**config.mk**
```make
export PLATFORM = sky130hd
export DESIGN_NAME = dac_alt_drv
export DESIGN_NICKNAME = d
export VERILOG_FILES = /design/src/rtl/dac_alt_pkg.sv /design/src/rtl/dac_alt_timing.sv /design/src/rtl/dac_alt_slot.sv /design/src/rtl/dac_alt_bus.sv /design/src/rtl/dac_alt_drv.sv
export SDC_FILE = /design/constraint.sdc
export NUM_CORES = 1
export LEC_CHECK = 0
export ABC_AREA = 1
export BUFFER_PORTS_ARGS = -buffer_cell sky130_fd_sc_hd__buf_2
export CORE_MARGIN = 1
export CORE_UTILIZATION = 55
export DETAILED_ROUTE_END_ITERATION = 8
export PLACE_DENSITY_LB_ADDON = 0.12
export SLEW_MARGIN = 15
export SYNTH_ARGS = -nofsm -noshare
export SYNTH_HDL_FRONTEND = slang
export SYNTH_HIERARCHICAL = 1
export SYNTH_SLANG_ARGS = --single-unit
```
**constraint.sdc**
```tcl
create_clock -name clk_i -period 2.5 [get_ports clk_i]
set_clock_uncertainty 0.2 [all_clocks]
set_input_delay 0.25 -clock clk_i [delete_from_list [all_inputs] [get_ports clk_i]]
set_output_delay 0.25 -clock clk_i [all_outputs]
set_load 0.01 [all_outputs]
```
**src/rtl/dac_alt_pkg.sv**
```systemverilog
package dac_alt_pkg;
  typedef enum logic [1:0] {
    PH_HI0 = 2'd0,
    PH_HI1 = 2'd1,
    PH_LO0 = 2'd2,
    PH_LO1 = 2'd3
  } phase_e;
  localparam int unsigned NUM_CH = 2;
endpackage

```
**src/rtl/dac_alt_timing.sv**
```systemverilog
module dac_alt_timing
  import dac_alt_pkg::*;
(
  input  logic              clk_i,
  input  logic              rst_ni,
  input  logic              en_i,
  output logic              active_o,
  output logic              sclk_o,
  output logic [NUM_CH-1:0] take_o
);
  phase_e ph_q, ph_d;
  logic   act_q, act_d, clk_q, clk_d;

  always_comb begin
    ph_d  = ph_q;
    act_d = act_q;
    clk_d = clk_q;
    unique case (ph_q)
      PH_HI0: ph_d = PH_HI1;
      PH_HI1: begin ph_d = PH_LO0; clk_d = 1'b0; end
      // idle parks here; stop/start decided only at this period boundary
      PH_LO0: begin
        if (en_i) begin ph_d = PH_LO1; act_d = 1'b1; end
        else      act_d = 1'b0;
      end
      PH_LO1: begin ph_d = PH_HI0; clk_d = 1'b1; end
    endcase
  end

  always_ff @(posedge clk_i or negedge rst_ni) begin
    if (!rst_ni) begin
      ph_q  <= PH_LO0;
      act_q <= 1'b0;
      clk_q <= 1'b0;
    end else begin
      ph_q  <= ph_d;
      act_q <= act_d;
      clk_q <= clk_d;
    end
  end

  // slot 0 loads the bus before the rise, slot 1 before the fall
  assign take_o[0] = (ph_q == PH_LO0) && en_i;
  assign take_o[1] = (ph_q == PH_HI0);
  assign active_o  = act_q;
  assign sclk_o    = clk_q;

  assert_idle_clk_low_R7: assert property (@(posedge clk_i) disable iff (!rst_ni)
    !act_q |-> !clk_q);
  assert_select_before_rise_R8: assert property (@(posedge clk_i) disable iff (!rst_ni)
    $rose(act_q) |=> $rose(clk_q));
  assert_high_two_R2: assert property (@(posedge clk_i) disable iff (!rst_ni)
    $rose(clk_q) |=> clk_q);
  assert_low_two_R2: assert property (@(posedge clk_i) disable iff (!rst_ni)
    $fell(clk_q) |=> !clk_q);
  assert_one_slot_R5: assert property (@(posedge clk_i) disable iff (!rst_ni)
    $onehot0(take_o));
endmodule

```
**src/rtl/dac_alt_slot.sv**
```systemverilog
module dac_alt_slot #(
  parameter int unsigned DATA_W = 8
) (
  input  logic              clk_i,
  input  logic              rst_ni,
  input  logic              take_i,
  input  logic              valid_i,
  input  logic [DATA_W-1:0] data_i,
  output logic              ready_o,
  output logic [DATA_W-1:0] word_o
);
  logic [DATA_W-1:0] last_q;
  logic              hit;

  assign hit     = take_i && valid_i;
  assign ready_o = take_i;
  assign word_o  = hit ? data_i : last_q;

  always_ff @(posedge clk_i or negedge rst_ni) begin
    if (!rst_ni)  last_q <= '0;
    else if (hit) last_q <= data_i;
  end

  assert_repeat_last_R6: assert property (@(posedge clk_i) disable iff (!rst_ni)
    (take_i && !valid_i) |=> $stable(last_q));
endmodule

```
**src/rtl/dac_alt_bus.sv**
```systemverilog
module dac_alt_bus
  import dac_alt_pkg::*;
#(
  parameter int unsigned DATA_W = 8
) (
  input  logic                         clk_i,
  input  logic                         rst_ni,
  input  logic [NUM_CH-1:0]            load_i,
  input  logic [NUM_CH-1:0][DATA_W-1:0] word_i,
  input  logic                         sclk_i,
  output logic [DATA_W-1:0]            bus_o
);
  logic [DATA_W-1:0] bus_q, bus_d;

  always_comb begin
    bus_d = bus_q;
    for (int i = 0; i < int'(NUM_CH); i++)
      if (load_i[i]) bus_d = word_i[i];
  end

  always_ff @(posedge clk_i or negedge rst_ni) begin
    if (!rst_ni) bus_q <= '0;
    else         bus_q <= bus_d;
  end

  assign bus_o = bus_q;

  assert_bus_steady_rise_R4: assert property (@(posedge clk_i) disable iff (!rst_ni)
    $rose(sclk_i) |-> $stable(bus_q));
  assert_bus_steady_fall_R4: assert property (@(posedge clk_i) disable iff (!rst_ni)
    $fell(sclk_i) |-> $stable(bus_q));
endmodule

```
**src/rtl/dac_alt_drv.sv**
```systemverilog
module dac_alt_drv
  import dac_alt_pkg::*;
#(
  parameter int unsigned DATA_W = 8
) (
  input  logic              clk_i,
  input  logic              rst_ni,
  input  logic              en_i,
  input  logic              ch1_valid_i,
  input  logic [DATA_W-1:0] ch1_data_i,
  output logic              ch1_ready_o,
  input  logic              ch2_valid_i,
  input  logic [DATA_W-1:0] ch2_data_i,
  output logic              ch2_ready_o,
  output logic              dac_clk_o,
  output logic              dac_cs_no,
  output logic [DATA_W-1:0] dac_data_o
);
  logic [NUM_CH-1:0]             take, valid, ready;
  logic [NUM_CH-1:0][DATA_W-1:0] din, word;
  logic                          active, sclk;

  assign valid = {ch2_valid_i, ch1_valid_i};
  assign din   = {ch2_data_i, ch1_data_i};

  dac_alt_timing u_timing (
    .clk_i   (clk_i),
    .rst_ni  (rst_ni),
    .en_i    (en_i),
    .active_o(active),
    .sclk_o  (sclk),
    .take_o  (take)
  );

  for (genvar g = 0; g < int'(NUM_CH); g++) begin : g_slot
    dac_alt_slot #(.DATA_W(DATA_W)) u_slot (
      .clk_i  (clk_i),
      .rst_ni (rst_ni),
      .take_i (take[g]),
      .valid_i(valid[g]),
      .data_i (din[g]),
      .ready_o(ready[g]),
      .word_o (word[g])
    );
  end

  dac_alt_bus #(.DATA_W(DATA_W)) u_bus (
    .clk_i (clk_i),
    .rst_ni(rst_ni),
    .load_i(take),
    .word_i(word),
    .sclk_i(sclk),
    .bus_o (dac_data_o)
  );

  assign ch1_ready_o = ready[0];
  assign ch2_ready_o = ready[1];
  assign dac_clk_o   = sclk;
  assign dac_cs_no   = !active;

  assert_no_ready_when_off_R7: assert property (@(posedge clk_i) disable iff (!rst_ni)
    (!en_i && dac_cs_no) |-> !(ch1_ready_o || ch2_ready_o));
  assert_cs_high_clk_low_R1: assert property (@(posedge clk_i) disable iff (!rst_ni)
    dac_cs_no |-> !dac_clk_o);
endmodule

```
==> results of run 1 <==
-- synth_stat cells (all sizes together) --
library cell and n:
inv 9, nor2 1, buf 8, o21bai 1, nand2 59, dfrtp 27
dfstp 1, nand3 34, ha 5
-- through the flow --
step                utilization (%)  instances  power, W
floorplan                         -        145   0.00135
finish                         74.7        219   0.00183
global route                   74.7        219   0.00200
CTS                            74.6        219   0.00184
detailed placement             64.6        198   0.00152
global placement               64.6        198   0.00148
-- worst max path at each step --
stage | startpoint | end | slack [ns] | cells after the start
after floorplan | u_timing/ph_q[1] | u_bus/bus_o[6] | 0.81 | 9
after global placement | u_timing/ph_q[1] | u_bus/bus_o[4] | 0.47 | 7
after detailed placement | u_timing/ph_q[0] | u_bus/bus_o[1] | 0.40 | 8
after CTS | u_timing/ph_q[0] | ch2_ready_o | 0.14 | 3
after global routing | u_timing/ph_q[0] | ch1_ready_o | 0.05 | 5
final | u_timing/ph_q[0] | ch1_ready_o | 0.19 | 5
-- final cells by class --
cell class	count	share of cell area, %
clock inverters	1	1.80
clock buffers	3	1.35
repair buffers	50	20.2
flip-flops and latches	28	42.1
inverters	9	2.02
multi-input cells	100	30.4
well taps	28	2.10
-- tightest hold or removal path: cells and delay by family --
kind | cells | cell delay (ns)
AND/OR/NAND/NOR | 2 | 0.18
buffers and inverters | 1 | 0.08
-- cell families after synthesis --
kind of cell | synth area share [%]
simple gates | 33.0
flops | 53.2
fa+ha+maj | 4.74
buf+inv | 8.53
compound gates | 0.569
-- cells in the final DEF (no fill, tap or decap) --
cell type / synthesis / layout
inv_2: 2 / 2
buf_4: 3 / 1
dlygate4sd3_1: 0 / 17
bufinv_16: 0 / 1
clkbuf_4: 0 / 3
o21bai_1: 1 / 1
dfrtp_1: 27 / 27
ha_1: 5 / 4
dfstp_2: 1 / 1
buf_2: 0 / 32
nor2_4: 1 / 1
nand2_1: 57 / 57
nand3_1: 34 / 34
inv_1: 7 / 7
nand2_8: 2 / 2
ha_2: 0 / 1
-- timing repair --
item                                    in CTS  in global routing
endpoints found under the hold margin       44                  0
resized for setup                            0                  1
hold buffers                                17                  0
endpoints found under the setup margin       0                  1
-- flip-flops by register name, indices dropped and copies added (netlist names) --
| register | count |
|---|---|
| u_timing/active_o | 1 |
| u_timing/ph_q | 2 |
| u_timing/sclk_o | 1 |
| u_bus/bus_o | 8 |
| g_slot.u_slot/last_q | 16 |
-- per-layer routing --
metal  share of wire [%]  GRT usage [%]  wire length (um)  vias up
li1                    -              -                 -      556
met2                  49           41.2              1290       34
met4                 1.2           9.72                32        0
met1                  45           31.0              1180      495
met5                   0              0                 0        -
met3                 4.4           2.98               114        4
-- power by group through the flow --
| stage | logic, W | clock network (W) | registers, W |
|---|---|---|---|
| 6_report | 0.000787 | 0.000291 | 0.000754 |
| 3_3_place_gp | 0.000731 | 0 | 0.000753 |
| 5_1_grt | 0.000898 | 0.000322 | 0.000777 |
| 2_1_floorplan | 0.000577 | 0 | 0.000774 |
| 4_1_cts | 0.000789 | 0.000297 | 0.000754 |
| 3_5_place_dp | 0.000762 | 0 | 0.000762 |
==> flow_summary.ini, run 1 <==
[synth]
synth_top_cell_by_area = dfrtp_1
ys_types = 12
syn_nets = 171
synth.cell_area_um2 = 1320
synth-seq-cells = 28
top_cells_by_area_in_the_synthesized_netlist = dfrtp_1 51%, nand2_1 16%, nand3_1 13%, ha_1 4.7%, buf_6 4.3%
yosysWarningCount = 6
synthesis.area_per_instance_um2 = 9.10
synth_top_area_share_pct = 51.2
post_synth_inst_count = 145
seq_area_frac_synth_pct = 53.2

[power_and_ir_drop]
clockPowerShare_pct = 15.9
vdd_drop_max_mv = 0.721
p_int_w = 0.00112
p_leak_nw = 0.907
power.switching_w = 0.000713
pwr-share-seq_pct = 41.1
swShare_pct = 38.9
power_frac_comb_pct = 42.9
power-per-cell-area_nw_per_um2 = 1100

[global_route]
pin_count_of_the_biggest_net_entering_global_routing = 29
global_route_wire_length_before_repair_um = 4550
global_route.overflow_total = 0
number_of_global_route_vias_before_repair = 1027
grt_util_all_layers_pct = 24.1
initial_antenna_violation_count = 0

[route]
drt_iter0_markers = 15
vias_per_cell = 4.97
routed-via-count = 1089
route.detailed.wl_per_inst_um = 11.9
first_pass_iters = 4
drc = 0
drt.antenna.violating_nets = 0
wl_um = 2610

[clock_network]
tritoncts_clock_tree = yes
clkSlewWorstSetupHoldPaths_ns = 0.14
post-cts-setup-buffers = 0
clkSinkCount = 28
cts_htree_levels = 1
cts_inserted_buffers = 3
cts_buffer_depth = 2
cts.root.buffer_cell = clkbuf_4
clock_latency_on_the_worst_skew_pair_ns = 0.32

[layout]
final-seq-area_um2 = 702
final_design_area_no_fill_um2 = 1670
fill_cells = 167
areaGrowthSynthToFinish_pct = 26.4
num_antenna_cells = 0
final_layout_size_suffix_gt1_share_pct = 23.0
multi_input_comb_area_um2 = 508
nNetsFinal = 218

[timing]
timing.final.max_slew_violations = 0
setup_total_negative_slack_ns = 0
layout_min_cycle_time_ns = 2.31
grt_setup_unrepaired = false
clock.fmax_ghz = 0.433
final.hold.worst_slack_ns = 0.0293
setup_violations = 0
hold_violations = 0
max-slew-margin-rel_pct = 60.6
tightestPinTransition_ns = 0.591
period_utilization_pct = 92.3
post-route-worst-setup-slack_ns = 0.192

[hold_path]
hold_startpoint = ch1_data_i[6]
hold_depth = 3
min_to = g_slot[0].u_slot/last_q[6]
timing.hold.worst.class = primary input to register

[setup_path]
r2r_end = u_bus/bus_o[5]
cell_by_cell_trace_of_the_critical_path = inv_1 > ha_1 > nand2_1 > inv_1 > buf_2
path_max_fanout = 11
reg2regPathDepth = 8
rrSetupSlack_ns = 0.39
cp_slowest_stage_delay_ns = 0.44
timing.critical_path.mode_cell = inv_1
worst_setup_path_start_kind = register
timing.critical_path.max_delay_family = buffers and inverters
critical-path-slowest-cell = dfrtp_1
cp.required_ns = 2.05
reg2reg_from = u_timing/ph_q[0]
worstPathArrival_ns = 1.86
critical_path_sink_type = primary output
critical_path_class = register to primary output
worstPathBufferInverterCount = 3

[floorplan]
floorplan.io_pins = 33
start_util_pct = 59.1
die-area_um2 = 2600
die_w_um = 51.0
std_cell_rows = 17
die_y_um = 51.0
placeableCoreArea_um2 = 2230

[place]
placement.cell_area_um2 = 1440
gp_congestion = 0.790
io_buffers = 32
detailedPlace.worstSlack_ns = 0.403
dp_hpwl_um = 1790

[job]
drv.max_cap_violation_count = 0

[outcome]
status = finished clean
No activity file was read; power rests on OpenSTA's default activity.
==> run 2: changes to the inputs <==
--- a/config.mk
+++ b/config.mk
@@ -8,7 +8,7 @@
 export ABC_AREA = 1
 export BUFFER_PORTS_ARGS = -buffer_cell sky130_fd_sc_hd__buf_2
 export CORE_MARGIN = 1
-export CORE_UTILIZATION = 55
+export CORE_UTILIZATION = 51
 export DETAILED_ROUTE_END_ITERATION = 8
 export PLACE_DENSITY_LB_ADDON = 0.12
 export SLEW_MARGIN = 15
==> constraint.sdc (replaced) <==
create_clock -name clk_i -period 2.6 [get_ports clk_i]
set_clock_uncertainty 0.2 [all_clocks]
set_input_delay 0.26 -clock clk_i [delete_from_list [all_inputs] [get_ports clk_i]]
set_output_delay 0.26 -clock clk_i [all_outputs]
set_load 0.01 [all_outputs]
==> flow_summary.ini, run 2 (same netlist as run 1, synthesis figures left out) <==
[floorplan]
placeableCoreArea_um2 = 2450
floorplan.io_pins = 33
die_w_um = 52.9
die-area_um2 = 2800
std_cell_rows = 18
die_y_um = 52.9
start_util_pct = 53.8

[outcome]
failed_checks = DRC
status = finished with violations

[power_and_ir_drop]
power-per-cell-area_nw_per_um2 = 1000
p_int_w = 0.00101
power.switching_w = 0.000669
swShare_pct = 39.9
vdd_drop_max_mv = 0.674
power_frac_comb_pct = 44.7
p_leak_nw = 0.911
pwr-share-seq_pct = 43.0
clockPowerShare_pct = 12.3

[timing]
timing.final.max_slew_violations = 0
setup_violations = 0
period_utilization_pct = 86.5
grt_setup_unrepaired = false
tightestPinTransition_ns = 0.592
max-slew-margin-rel_pct = 60.5
hold_violations = 0
setup_total_negative_slack_ns = 0
post-route-worst-setup-slack_ns = 0.351
clock.fmax_ghz = 0.445
layout_min_cycle_time_ns = 2.25

[layout]
num_antenna_cells = 0
most-common-layout-cells = 57 x nand2_1, 34 x nand3_1, 32 x buf_2
utilization_pct = 68.0
final_layout_size_suffix_gt1_share_pct = 22.8
largest_reg_flops = 16
largest_register = g_slot.u_slot/last_q
nNetsFinal = 220
most_common_cell_after_layout_fill_and_taps_aside = nand2_1
areaGrowthSynthToFinish_pct = 26.5
fill_cells = 191

[route]
first_pass_iters = 6
routed-via-count = 1074
drt.antenna.violating_nets = 0
route.detailed.wl_per_inst_um = 11.2
drc = 1
wl_um = 2490
drt_iter0_markers = 26
vias_per_cell = 4.82

[place]
detailedPlace.worstSlack_ns = 0.613
dp_hpwl_um = 1770
gp_congestion = 0.759
io_buffers = 32

[setup_path]
worstSetupStartpoint = u_timing/ph_q[1]
critical-path-slowest-cell = dfstp_2
worst_setup_path_start_kind = register
reg2regPathDepth = 7
rrSetupSlack_ns = 0.60
cell_by_cell_trace_of_the_critical_path = ha_1 > nand2_1 > inv_1 > buf_2
cp.required_ns = 2.14
critical_path_class = register to primary output
worstPathArrival_ns = 1.79
critical_path_sink_type = primary output
endpoint = ch1_ready_o
reg2reg_from = u_timing/ph_q[1]
path_max_fanout = 11
cp_slowest_stage_delay_ns = 0.58
r2r_end = u_bus/bus_o[2]

[clock_network]
cts.root.buffer_cell = clkbuf_4
cts_resized = 0
cts_htree_levels = 1
cts_buffer_depth = 2
post-cts-setup-buffers = 0
cts_hold_repair.buffers = 18
clkSlewWorstSetupHoldPaths_ns = 0.14
clock_latency_on_the_worst_skew_pair_ns = 0.32
clkSinkCount = 28
cts_inserted_buffers = 3
tritoncts_clock_tree = yes

[hold_path]
timing.hold.worst.class = primary input to register

[global_route]
global_route_wire_length_before_repair_um = 4080
global_route.overflow_total = 0
number_of_global_route_vias_before_repair = 985
grt_util_all_layers_pct = 20.4
initial_antenna_violation_count = 0
pin_count_of_the_biggest_net_entering_global_routing = 29

[job]
drv.max_cap_violation_count = 0
==> run 2: worst min-delay path by stage <==
stage | startpoint | endpoint | slack, ns | cells after the start
after global routing | ch2_valid_i | g_slot[1].u_slot/last_q[0] | 0.10 | 3
final | ch2_valid_i | g_slot[1].u_slot/last_q[0] | 0.11 | 3
after CTS | ch2_valid_i | g_slot[1].u_slot/last_q[0] | 0.1 | 3
after detailed placement | rst_ni | g_slot[0].u_slot/last_q[4] | 0.10 | 1
after global placement | rst_ni | g_slot[0].u_slot/last_q[3] | 0.09 | 1
after floorplan | rst_ni | g_slot[0].u_slot/last_q[0] | -0.24 | 0
==> run 2: power by group through the flow <==
stage	registers [W]	clock network, W	logic [W]
floorplan	0.000745	0	0.000555
global placement	0.000726	0	0.000712
detailed placement	0.000731	0	0.000733
CTS	0.000721	0.000213	0.000758
global route	0.000744	0.000230	0.000860
finish	0.000720	0.000206	0.000750
==> run 2: per-layer routing <==
| layer | vias up | wire (um) | global-route usage [%] |
|---|---|---|---|
| met2 | 27 | 1180 | 33.8 |
| met1 | 486 | 1200 | 26.3 |
| met3 | 2 | 99 | 4.02 |
| met4 | 0 | 15 | 7.89 |
| met5 | - | 0 | 0 |
| li1 | 559 | - | - |
==> run 2: critical path: cells and delay by family, from the launching register on <==
| family | cells | cell delay, ns |
|---|---|---|
| flip-flops | 1 | 0.58 |
| AND/OR/NAND/NOR | 1 | 0.09 |
| buffers and inverters | 2 | 0.56 |
| adder cells (fa/ha/maj) | 1 | 0.24 |
==> run 2: final cells by class <==
| class | count | area [um2] | share of cell area (%) |
|---|---|---|---|
| flip-flops and latches | 28 | 702 | 42.0 |
| well taps | 30 | 37.5 | 2.25 |
| clock buffers | 4 | 36.3 | 2.17 |
| repair buffers | 52 | 355 | 21.3 |
| multi-input cells | 100 | 505 | 30.3 |
| inverters | 9 | 33.8 | 2.02 |
==> run 2: metrics by stage <==
stage / total power (W) / hold WS, ns / instance area, um2 / std cells
after CTS: 0.00169 / 0.0986 / 1670 / 223
after floorplan: 0.00130 / -0.236 / 1320 / 145
after global routing: 0.00183 / 0.104 / 1670 / 223
final: 0.00168 / 0.107 / 1670 / 223
after global placement: 0.00144 / 0.0946 / 1450 / 201
after detailed placement: 0.00146 / 0.100 / 1450 / 201
